**src/rtl/evtmr_pkg.sv**
```systemverilog
package evtmr_pkg;
  localparam int BUS_W = 32;
  localparam int PRE_W = 3;

  // control word field positions
  localparam int BIT_EN  = 0;
  localparam int BIT_RLD = 1;
  localparam int BIT_PRE = 4;
  localparam int BIT_OS  = 7;

  // address map
  localparam int OFS_IE     = 'h00;
  localparam int OFS_ST     = 'h04;
  localparam int OFS_CH0    = 'h10;
  localparam int CH_STRIDE  = 'h20;
  localparam int SUB_CTRL   = 'h0;
  localparam int SUB_IVL_LO = 'h4;
  localparam int SUB_IVL_HI = 'h8;
  localparam int SUB_CNT_LO = 'hC;
  localparam int SUB_CNT_HI = 'h10;

  typedef struct packed {
    logic             one_shot;
    logic [PRE_W-1:0] pre;
    logic             en;
  } ctrl_t;

  function automatic ctrl_t ctrl_unpack(input logic [BUS_W-1:0] w);
    ctrl_t c;
    c.en       = w[BIT_EN];
    c.pre      = w[BIT_PRE +: PRE_W];
    c.one_shot = w[BIT_OS];
    return c;
  endfunction

  function automatic logic [BUS_W-1:0] ctrl_pack(input ctrl_t c);
    logic [BUS_W-1:0] w;
    w = '0;
    w[BIT_EN]            = c.en;
    w[BIT_PRE +: PRE_W]  = c.pre;
    w[BIT_OS]            = c.one_shot;
    return w;
  endfunction
endpackage

```
**src/rtl/evtmr_tick.sv**
```systemverilog
module evtmr_tick
  import evtmr_pkg::*;
#(
  parameter int PW = PRE_W
) (
  input  logic          clk,
  input  logic          rst_n,
  input  logic          run,
  input  logic          restart,
  input  logic [PW-1:0] pre,
  output logic          tick
);
  localparam int DIV_W = (1 << PW) - 1;

  logic [DIV_W-1:0] div_q, div_d, mask;

  assign mask = ~({DIV_W{1'b1}} << pre);
  assign tick = run & ((div_q & mask) == mask);

  always_comb begin
    div_d = div_q;
    if (restart)  div_d = '0;
    else if (run) div_d = div_q + 1'b1;
  end

  always_ff @(posedge clk or negedge rst_n) begin
    if (!rst_n) div_q <= '0;
    else        div_q <= div_d;
  end


  tick_gap_chk: assert property (@(posedge clk) disable iff (!rst_n)
    (tick && pre != '0 && !restart) |=> (!tick || !$stable(pre)));
endmodule

```
**src/rtl/evtmr_chan.sv**
```systemverilog
module evtmr_chan
  import evtmr_pkg::*;
#(
  parameter int CNT_W = 64,
  parameter int DRAIN = 2
) (
  input  logic             clk,
  input  logic             rst_n,
  input  logic             ctrl_we,
  input  ctrl_t            ctrl_wd,
  input  logic             rld_we,
  input  logic [CNT_W-1:0] ivl,
  output ctrl_t            ctrl_q,
  output logic [CNT_W-1:0] cnt_q,
  output logic             expire
);
  localparam int DR_W = $clog2(DRAIN + 1);

  ctrl_t            ctrl_d;
  logic [DR_W-1:0]  drain_q, drain_d;
  logic [CNT_W-1:0] cnt_d;
  logic             active, tick;

  assign active = ctrl_q.en | (drain_q != '0);

  evtmr_tick #(.PW(PRE_W)) u_tick (
    .clk     (clk),
    .rst_n   (rst_n),
    .run     (active),
    .restart (rld_we),
    .pre     (ctrl_q.pre),
    .tick    (tick)
  );

  assign expire = tick & (cnt_q == '0) & ~rld_we;

  always_comb begin
    cnt_d = cnt_q;
    if (rld_we)                       cnt_d = ivl;
    else if (expire)                  cnt_d = ctrl_q.one_shot ? cnt_q : ivl;
    else if (tick)                    cnt_d = cnt_q - 1'b1;
  end

  always_comb begin
    ctrl_d  = ctrl_q;
    drain_d = drain_q;
    if (drain_q != '0) drain_d = drain_q - 1'b1;
    if (ctrl_we) begin
      ctrl_d = ctrl_wd;
      if (ctrl_q.en && !ctrl_wd.en) drain_d = DR_W'(DRAIN);
    end else if (expire && ctrl_q.one_shot) begin
      ctrl_d.en = 1'b0;
      drain_d   = '0;
    end
  end

  always_ff @(posedge clk or negedge rst_n) begin
    if (!rst_n) begin
      ctrl_q  <= '0;
      drain_q <= '0;
      cnt_q   <= '0;
    end else begin
      ctrl_q  <= ctrl_d;
      drain_q <= drain_d;
      cnt_q   <= cnt_d;
    end
  end


  cnt_step_chk: assert property (@(posedge clk) disable iff (!rst_n)
    (tick && cnt_q != '0 && !rld_we) |=> cnt_q == $past(cnt_q) - 1'b1);


  wrap_chk: assert property (@(posedge clk) disable iff (!rst_n)
    (expire && !ctrl_q.one_shot) |=> cnt_q == $past(ivl));


  halt_chk: assert property (@(posedge clk) disable iff (!rst_n)
    (expire && ctrl_q.one_shot && !ctrl_we) |=> (!ctrl_q.en && cnt_q == '0));


  idle_hold_chk: assert property (@(posedge clk) disable iff (!rst_n)
    (!active && !rld_we) |=> cnt_q == $past(cnt_q));


  drain_run_chk: assert property (@(posedge clk) disable iff (!rst_n)
    (ctrl_we && ctrl_q.en && !ctrl_wd.en) |=> active);
endmodule

```
**src/rtl/evtmr_bank.sv**
```systemverilog
module evtmr_bank
  import evtmr_pkg::*;
#(
  parameter int NCH = 4,
  parameter int AW  = 12
) (
  input  logic             clk,
  input  logic             rst_n,
  input  logic             bus_sel,
  input  logic             bus_wr,
  input  logic [AW-1:0]    bus_addr,
  input  logic [BUS_W-1:0] bus_wdata,
  output logic [BUS_W-1:0] bus_rdata,
  output logic [NCH-1:0]   irq
);
  localparam int DW    = BUS_W;
  localparam int CNT_W = 2 * DW;

  // reset synchronizer: asserts asynchronously, releases on the clock
  logic [1:0] rs_q;
  logic       rst_i_n;
  always_ff @(posedge clk or negedge rst_n) begin
    if (!rst_n) rs_q <= '0;
    else        rs_q <= {rs_q[0], 1'b1};
  end
  assign rst_i_n = rs_q[1];

  logic           rd_stb, wr_stb, ie_we, st_we, hit_ie, hit_st;
  logic [NCH-1:0] ie_q, ie_d, pend_q, pend_d, expire_v, lo_hit;
  logic [DW-1:0]  shadow_q, shadow_d, rdata_q, rdata_d, rd_d;
  logic [DW-1:0]  ch_rd [NCH];
  logic [DW-1:0]  ch_hi [NCH];

  assign rd_stb = bus_sel & ~bus_wr;
  assign wr_stb = bus_sel &  bus_wr;
  assign hit_ie = bus_addr == AW'(OFS_IE);
  assign hit_st = bus_addr == AW'(OFS_ST);
  assign ie_we  = wr_stb & hit_ie;
  assign st_we  = wr_stb & hit_st;

  for (genvar n = 0; n < NCH; n++) begin : g_ch
    localparam logic [AW-1:0] BASE = AW'(OFS_CH0 + CH_STRIDE * n);

    logic             hit_ctrl, hit_il, hit_ih, hit_cl, hit_ch;
    logic [DW-1:0]    ivl_lo_q, ivl_lo_d, ivl_hi_q, ivl_hi_d;
    ctrl_t            ctrl_q;
    logic [CNT_W-1:0] cnt_q;

    assign hit_ctrl = bus_addr == BASE + AW'(SUB_CTRL);
    assign hit_il   = bus_addr == BASE + AW'(SUB_IVL_LO);
    assign hit_ih   = bus_addr == BASE + AW'(SUB_IVL_HI);
    assign hit_cl   = bus_addr == BASE + AW'(SUB_CNT_LO);
    assign hit_ch   = bus_addr == BASE + AW'(SUB_CNT_HI);

    always_comb begin
      ivl_lo_d = (wr_stb && hit_il) ? bus_wdata : ivl_lo_q;
      ivl_hi_d = (wr_stb && hit_ih) ? bus_wdata : ivl_hi_q;
    end

    always_ff @(posedge clk or negedge rst_i_n) begin
      if (!rst_i_n) begin
        ivl_lo_q <= '0;
        ivl_hi_q <= '0;
      end else begin
        ivl_lo_q <= ivl_lo_d;
        ivl_hi_q <= ivl_hi_d;
      end
    end

    evtmr_chan #(.CNT_W(CNT_W)) u_chan (
      .clk     (clk),
      .rst_n   (rst_i_n),
      .ctrl_we (wr_stb & hit_ctrl),
      .ctrl_wd (ctrl_unpack(bus_wdata)),
      .rld_we  (wr_stb & hit_ctrl & bus_wdata[BIT_RLD]),
      .ivl     ({ivl_hi_q, ivl_lo_q}),
      .ctrl_q  (ctrl_q),
      .cnt_q   (cnt_q),
      .expire  (expire_v[n])
    );

    assign ch_rd[n] = hit_ctrl ? ctrl_pack(ctrl_q) :
                      hit_il   ? ivl_lo_q :
                      hit_ih   ? ivl_hi_q :
                      hit_cl   ? cnt_q[DW-1:0] :
                      hit_ch   ? shadow_q : '0;
    assign lo_hit[n] = rd_stb & hit_cl;
    assign ch_hi[n]  = cnt_q[CNT_W-1:DW];


    pend_set_chk: assert property (@(posedge clk) disable iff (!rst_i_n)
      expire_v[n] |=> pend_q[n]);


    pend_clr_chk: assert property (@(posedge clk) disable iff (!rst_i_n)
      (st_we && bus_wdata[n] && !expire_v[n]) |=> !pend_q[n]);


    shadow_cap_chk: assert property (@(posedge clk) disable iff (!rst_i_n)
      lo_hit[n] |=> shadow_q == $past(ch_hi[n]));
  end

  always_comb begin
    rd_d = '0;
    if (hit_ie) rd_d = {{(DW-NCH){1'b0}}, ie_q};
    if (hit_st) rd_d = {{(DW-NCH){1'b0}}, pend_q};
    for (int n = 0; n < NCH; n++) rd_d = rd_d | ch_rd[n];
    shadow_d = shadow_q;
    for (int n = 0; n < NCH; n++) if (lo_hit[n]) shadow_d = ch_hi[n];
    rdata_d = rd_stb ? rd_d : rdata_q;
    ie_d    = ie_we ? bus_wdata[NCH-1:0] : ie_q;
    pend_d  = (pend_q & ~(st_we ? bus_wdata[NCH-1:0] : '0)) | expire_v;
  end

  always_ff @(posedge clk or negedge rst_i_n) begin
    if (!rst_i_n) begin
      ie_q     <= '0;
      pend_q   <= '0;
      shadow_q <= '0;
      rdata_q  <= '0;
    end else begin
      ie_q     <= ie_d;
      pend_q   <= pend_d;
      shadow_q <= shadow_d;
      rdata_q  <= rdata_d;
    end
  end

  assign bus_rdata = rdata_q;
  assign irq       = pend_q & ie_q;


  rd_hold_chk: assert property (@(posedge clk) disable iff (!rst_i_n)
    !rd_stb |=> $stable(bus_rdata));
endmodule

```
**config.mk**
```make
export PLATFORM = sky130hd
export DESIGN_NAME = evtmr_bank
export DESIGN_NICKNAME = d
export VERILOG_FILES = /design/src/rtl/evtmr_pkg.sv /design/src/rtl/evtmr_tick.sv /design/src/rtl/evtmr_chan.sv /design/src/rtl/evtmr_bank.sv
export SDC_FILE = /design/constraint.sdc
export NUM_CORES = 1
export LEC_CHECK = 0
export ABC_CLOCK_PERIOD_IN_PS = 19300
export BUFFER_PORTS_ARGS = -buffer_cell sky130_fd_sc_hd__buf_2
export CAP_MARGIN = 30
export CORE_ASPECT_RATIO = 0.75
export CORE_MARGIN = 2
export CORE_UTILIZATION = 35
export DETAILED_ROUTE_END_ITERATION = 10
export PLACE_DENSITY = 0.56
export SLEW_MARGIN = 40
export SYNTH_ARGS = -nofsm -noshare
export SYNTH_HDL_FRONTEND = slang
export SYNTH_HIERARCHICAL = 1
export SYNTH_SLANG_ARGS = --single-unit
```
**constraint.sdc**
```tcl
create_clock -name clk -period 19.3 [get_ports clk]
set_input_delay 0 -clock clk [delete_from_list [all_inputs] [get_ports clk]]
set_output_delay 0 -clock clk [all_outputs]
set_load 0.005 [all_outputs]
```
==> impl_metrics.csv, run 1 <==
group,metric,value,unit
outcome,outcome,"finished clean",
run,max-cap-violations,0,
global_route,grt_usage,34.91,%
sta,setup_viol,0,
critical_path,critical_path.startpoint,"g_ch[1].u_chan/cnt_q[0]",
sta,final_hold_viol_count,0,
clock_network,cts_root_buf,"clkbuf_16",
global_route,grt_start_max_net_pins,123,
min_path,min_from,"bus_wdata[9]",
final_layout,nNetsFinal,4209,
floorplan,die_h,295.4,um
power_and_ir_drop,max-vdd-ir-drop,0.06405,mV
detailed_routing,ant_nets,0,
power_and_ir_drop,p_leak,0.01956,uW
place,dpl_worst_slack,14.77,ns
final_layout,fillers,11080,
critical_path,cp_cell_sequence,"inv_1, ha_1, or3b_2, nor3_1, nand3_1, o31ai_4, buf_4, nor2_1, buf_4, a221o_1",
synthesis,yosysSeqAreaShare,40.54,%
critical_path,critPathRequiredTime,19.85,ns
place,gp_congestion,1.047,
final_layout,drive_above_1_share,18.66,%
clock_network,clockBufferDepth,3,
critical_path,worstPathMaxFanout,65,
sta,slew_headroom,34.74,%
sta,tightest_slew,0.9730,ns
sta,rsz0062_at_grt,"no",
sta,maxSlewViolCount,0,
final_layout,multi_input_area,22270,sq um
final_layout,areaGrowthSynthToFinish,13.37,%
clock_network,cts_resized,0,
critical_path,crit_path_max_incr_delay,0.73,ns
place,place_area,42020,sq um
floorplan,start_util,35.44,%
critical_path,cpMostUsedCell,"buf_4",
critical_path,crit_path_end_kind,"flip-flop",
synthesis,synth_top_area_share,40.54,%
synthesis,synth_seq_cells,642,
final_layout,stdcell_area,44920,sq um
floorplan,core,111800,sq um
synthesis,yosys-top-cells-count,"dfrtp_1, mux2_2, a21oi_1",
min_path,hold_class,"in -> reg",
synthesis,synth-edff-count,0,
synthesis,synthTopCellsByArea,"dfrtp_1, mux2_2, mux2i_1, a21oi_1, o21ai_0",
sta,post-route-min-period,4.679,ns
floorplan,io_pins,84,
clock_network,clock_latency,0.69,ns
sta,fin_ws,14.62,ns
global_route,gr-total-overflow,0,
critical_path,critPathTopFamily,"simple AND/OR/NAND/NOR gates",
critical_path,start_kind,"flip-flop",
sta,clock.fmax,213.7,MHz
critical_path,r2r_start,"g_ch[1].u_chan/cnt_q[0]",
critical_path,crit_type,"reg -> reg",
synthesis,yosys_warnings,6,
detailed_routing,via_count,38900,
detailed_routing,drtIter0Drc,6305,
synthesis,synth_cell_types,80,
sta,skew,0.04228,ns
detailed_routing,wl_per_cell,35.89,um
clock_network,cts_tree,"built",
global_route,grt_pass1_wl,286.0,mm
clock_network,cts_made_buffers,74,
clock_network,cts.sinks,642,
sta,post-route-period-util,24.24,%
synthesis,syn_inst,4164,
synthesis,synthesis.nets,4220,
sta,fin_tns_setup,0,ns
power_and_ir_drop,p_per_area,68.89,nW/um^2
detailed_routing,drt-total-wl,205.5,mm
place,hpwl,150.6,mm
detailed_routing,drcViolationCount,0,
critical_path,crit_arrival,5.22,ns
clock_network,clk_pin_slew_worst_paths,0.06,ns
global_route,antenna_found_initial,22,
floorplan,rows,106,
critical_path,path_buf_inv,3,
synthesis,async_flop_share,100.0,%
synthesis,yosysMostFrequentCell,"dfrtp_1",
synthesis,synth_top_cell_by_area,"dfrtp_1",
synthesis,synth_ff_type,"dfrtp_1",
floorplan,dieWidth,392.5,um
critical_path,slowest_stage,"nor3_1",
synthesis,syn_area,39630,sq um
detailed_routing,first_pass_iters,10,
place,io_buffers,83,
global_route,grt_pass1_vias,34840,
floorplan,die-area,116000,sq um
clock_network,cts_max_level,3,
final_layout,register_area,16070,sq um
synthesis,avgSynthCellArea,9.517,sq um
detailed_routing,vias_per_cell,6.794,
sequential cells by signal (all words and copies together) (netlist names):
register                  cells
shadow_q                     32
g_ch.u_chan/ctrl_q           20
pend_q                        4
bus_rdata                    32
g_ch.ivl_hi_q               128
rs_q                          2
g_ch.u_chan/u_tick/div_q     28
g_ch.u_chan/cnt_q           256
g_ch.u_chan/drain_q           8
ie_q                          4
g_ch.ivl_lo_q               128
through the flow:
step / util, % / power (uW) / hold slack [ns] / std cells
after floorplan: - / 1495 / -0.2956 / 4164
after global placement: 37.28 / 1607 / -0.2143 / 5539
after detailed placement: 37.58 / 1608 / -0.2113 / 5555
after CTS: 40.10 / 3095 / 0.02346 / 5719
after global routing: 40.17 / 3176 / 0.04207 / 5719
final: 40.18 / 3095 / 0.06451 / 5726
per-layer routing:
layer  vias up  GRT usage [%]  wire length (um)
li1      16070              -                 -
met5         -              0                53
met1     19840          52.25             90350
met4        10          10.28              7212
met3       327          13.93             29970
met2      2652          44.99             77940
layout by cell type (no fill, tap or decap), types with 87 or more instances in the layout:
master / n
inv_1: 88
nand3_1: 127
a221o_1: 87
a21o_1: 95
buf_4: 116
nor2_1: 222
a2bb2oi_1: 88
nand2_1: 209
mux2i_1: 184
mux2_2: 292
o21ai_0: 229
nor3_1: 149
nor4_1: 91
dfrtp_1: 641
a21oi_1: 249
cells by family after synthesis:
group           count (synthesis)  synth area share (%)
xor+xnor                       20                0.4420
mux                           495                 13.57
fa+ha+maj                       8                0.2526
flops                         642                 40.54
buf+inv                       422                 4.556
other cells                     1              0.009463
simple gates                 1317                 18.44
compound gates               1259                 22.19
path summary, 6_finish.rpt:
path,cells after the start,end,slack (ns)
worst max-delay path,10,g_ch[1].u_chan/cnt_q[27],14.62
worst min-delay path,2,g_ch[2].ivl_lo_q[9],0.06
worst max register to register,10,g_ch[1].u_chan/cnt_q[27],14.62
worst min register to register,0,g_ch[3].ivl_lo_q[16],0.30
max in group asynchronous,4,pend_q[0],15.97
min in group asynchronous,3,rs_q[1],0.17
timing repair:
item,in CTS,in global routing
setup buffers,0,0
endpoints found under the hold margin,199,0
hold buffers,34,0
worst register-to-register path, stage by stage, from the launching register on:
cell     delay (ns)
dfrtp_1        0.45
inv_1          0.09
ha_1           0.20
or3b_2         0.51
nor3_1         0.73
nand3_1        0.70
o31ai_4        0.40
buf_4          0.67
nor2_1         0.15
buf_4          0.26
a221o_1        0.39
layout make-up:
cell class                 count  share of cell area, %
multi-input combinational   3100                  49.57
clock inverter                23                 0.5347
inverter                      88                 0.7353
timing repair buffer         247                  4.153
sequential                   642                  35.77
clock buffer                 107                  4.991
tap                         1512                  4.211
antenna                        7                0.03899
report_power, final:
part | switching [uW] | total, uW | internal [uW]
registers | 23.8 | 1380 | 1360
clock network | 635 | 1500 | 860
logic | 160 | 216 | 55.9
total | 819 | 3090 | 2280
Power figures use the tool's default switching activity.
==> inputs of run 2 (changes only) <==
--- a/config.mk
+++ b/config.mk
@@ -5,7 +5,7 @@
 export SDC_FILE = /design/constraint.sdc
 export NUM_CORES = 1
 export LEC_CHECK = 0
-export ABC_CLOCK_PERIOD_IN_PS = 19300
+export ABC_CLOCK_PERIOD_IN_PS = 4090
 export BUFFER_PORTS_ARGS = -buffer_cell sky130_fd_sc_hd__buf_2
 export CAP_MARGIN = 30
 export CORE_ASPECT_RATIO = 0.75
==> constraint.sdc (replaced) <==
create_clock -name clk -period 4.09 [get_ports clk]
set_input_delay 0 -clock clk [delete_from_list [all_inputs] [get_ports clk]]
set_output_delay 0 -clock clk [all_outputs]
set_load 0.005 [all_outputs]
==> run 2 against run 1 <==
First-iteration DRC count shrank 16%. Global-route usage fell by 3.3 points. Power grew to 4.7 times the previous value. Hold slack gained 0.040 ns. Sequential share of layout area fell by 0.51 points. Die area stayed put. Critical path depth fell by 3. Cell area rose by 1.4%. Highest routed layer unchanged.
==> impl_metrics.csv, run 2 (synthesis gave the netlist of run 1 again) <==
group,metric,value,unit
sta,rsz0062_at_grt,"no",
power_and_ir_drop,swShare,25.92,%
sta,post-route-period-util,91.30,%
clock_network,clk_pin_slew_worst_paths,0.06,ns
detailed_routing,first_pass_iters,8,
final_layout,areaGrowthSynthToFinish,15.00,%
sta,tightest_slew,1.093,ns
critical_path,worstPathMaxFanout,43,
global_route,antenna_found_initial,8,
detailed_routing,vias_per_cell,6.575,
run,max-cap-violations,0,
power_and_ir_drop,p_int,10720,uW
place,gp_congestion,1.022,
critical_path,crit_arrival,4.28,ns
sta,setup_viol,0,
power_and_ir_drop,total_power,14470,uW
power_and_ir_drop,p_per_area,317.5,nW/um^2
global_route,gr-total-overflow,0,
final_layout,nNetsFinal,4296,
clock_network,cts_root_buf,"clkbuf_16",
critical_path,start_kind,"flip-flop",
place,dpl_worst_slack,0.4343,ns
power_and_ir_drop,max-vdd-ir-drop,0.2718,mV
sta,skew,0.02387,ns
min_path,hold_class,"in -> reg",
final_layout,layout_commonest_cell,"dfrtp_1",
place,place_area,42720,sq um
critical_path,critPathRequiredTime,4.63,ns
sta,post-route-min-period,3.734,ns
global_route,grt_pass1_vias,35240,
floorplan,die-area,116000,sq um
place,io_buffers,83,
clock_network,cts_made_buffers,72,
final_layout,multi_input_area,22130,sq um
final_layout,fin_util,40.76,%
clock_network,post-cts-setup-buffer-count,0,
detailed_routing,ant_nets,0,
floorplan,io_pins,84,
clock_network,cts_tree,"built",
sta,fin_tns_setup,0,ns
final_layout,drive_above_1_share,19.80,%
power_and_ir_drop,power_frac_comb,6.5,%
clock_network,clock_latency,0.67,ns
global_route,grt_pass1_wl,266.0,mm
clock_network,cts.sinks,642,
detailed_routing,wl_per_cell,32.09,um
global_route,grt_usage,31.65,%
outcome,outcome,"finished clean",
floorplan,die_h,295.4,um
clock_network,cts_max_level,3,
global_route,grt_start_max_net_pins,141,
final_layout,stdcell_area,45570,sq um
clock_network,clockBufferDepth,3,
final_layout,layout_common_cells,"dfrtp_1, mux2_2, a21oi_1",
critical_path,crit_type,"reg -> reg",
sta,fin_ws,0.3560,ns
detailed_routing,via_count,38200,
sta,slew_headroom,26.84,%
sta,clock.fmax,267.8,MHz
floorplan,dieWidth,392.5,um
sta,maxSlewViolCount,0,
final_layout,top_regs,"g_ch.u_chan/cnt_q: 256 flops, g_ch.ivl_hi_q: 128 flops, g_ch.ivl_lo_q: 128 flops",
detailed_routing,drtIter0Drc,5324,
floorplan,core,111800,sq um
final_layout,largest_reg_flops,256,
place,hpwl,138.7,mm
floorplan,start_util,35.44,%
critical_path,crit_path_end_kind,"flip-flop",
power_and_ir_drop,power_frac_seq,45.3,%
final_layout,regMostFlops,"g_ch.u_chan/cnt_q",
final_layout,fillers,11110,
sta,final_hold_viol_count,0,
power_and_ir_drop,power.switching,3751,uW
power_and_ir_drop,p_leak,0.01999,uW
detailed_routing,drcViolationCount,0,
power_and_ir_drop,clockPowerShare,48.2,%
final_layout,register_area,16070,sq um
detailed_routing,drt-total-wl,186.4,mm
floorplan,rows,106,
## run 2: layout make-up
cell class | count | share of cell area (%)
Antenna cell | 4 | 0.02196
Clock buffer | 109 | 4.821
Clock inverter | 19 | 0.5107
Inverter | 88 | 0.7248
Multi-Input combinational cell | 3100 | 48.55
Sequential cell | 642 | 35.26
Tap cell | 1512 | 4.151
Timing Repair Buffer | 336 | 5.955
## run 2: worst max-delay path, cell delays in order (launching register included)
cell and delay [ns]:
dfrtp_1 0.41, or4_1 0.71, or4_1 0.63, or3_1 0.62
o31ai_4 0.32, buf_4 0.50, nor4_1 0.11, a221o_1 0.27
## run 2: through the flow
stage | cells | hold WS (ns)
2_1_floorplan | 4164 | -0.2956
3_3_place_gp | 5641 | -0.2111
3_5_place_dp | 5642 | -0.2115
4_1_cts | 5804 | 0.03783
5_1_grt | 5807 | 0.08803
6_report | 5810 | 0.1046
## run 2: per-layer routing
metal / share of wire, % / up-vias / global-route usage [%]
li1: - / 16240 / -
met3: 13 / 324 / 11.48
met5: 0.11 / - / 1.240
met1: 45 / 19340 / 47.11
met4: 3.5 / 6 / 9.831
met2: 39 / 2295 / 41.61
## run 2: timing repair
| action | 4_1_cts | 5_1_grt |
|---|---|---|
| endpoints found under the hold margin | 267 | 0 |
| endpoints found under the setup margin | 0 | 0 |
| hold buffers | 34 | 0 |
| gates resized for setup | 0 | 0 |
## run 2: worst paths after layout
check	slack, ns	depth (start not counted)	start	endpoint
setup / recovery	0.36	7	g_ch[3].u_chan/cnt_q[25]	g_ch[3].u_chan/cnt_q[51]
hold / removal	0.10	5	bus_addr[3]	bus_rdata[10]
setup reg to reg	0.36	7	g_ch[3].u_chan/cnt_q[25]	g_ch[3].u_chan/cnt_q[51]
hold reg to reg	0.35	0	rs_q[0]	rs_q[1]
max in group asynchronous	2.41	2	rs_q[1]	g_ch[0].u_chan/u_tick/div_q[0]
min in group asynchronous	0.17	3	rst_n	rs_q[1]
## run 2: power groups by stage
stage          registers [uW]  logic [uW]  clock network, uW
2_1_floorplan            6680         371                  0
3_3_place_gp             6660         892                  0
3_5_place_dp             6660         893                  0
4_1_cts                  6540         925               7050
5_1_grt                  6560         998               7320
6_report                 6550         947               6970
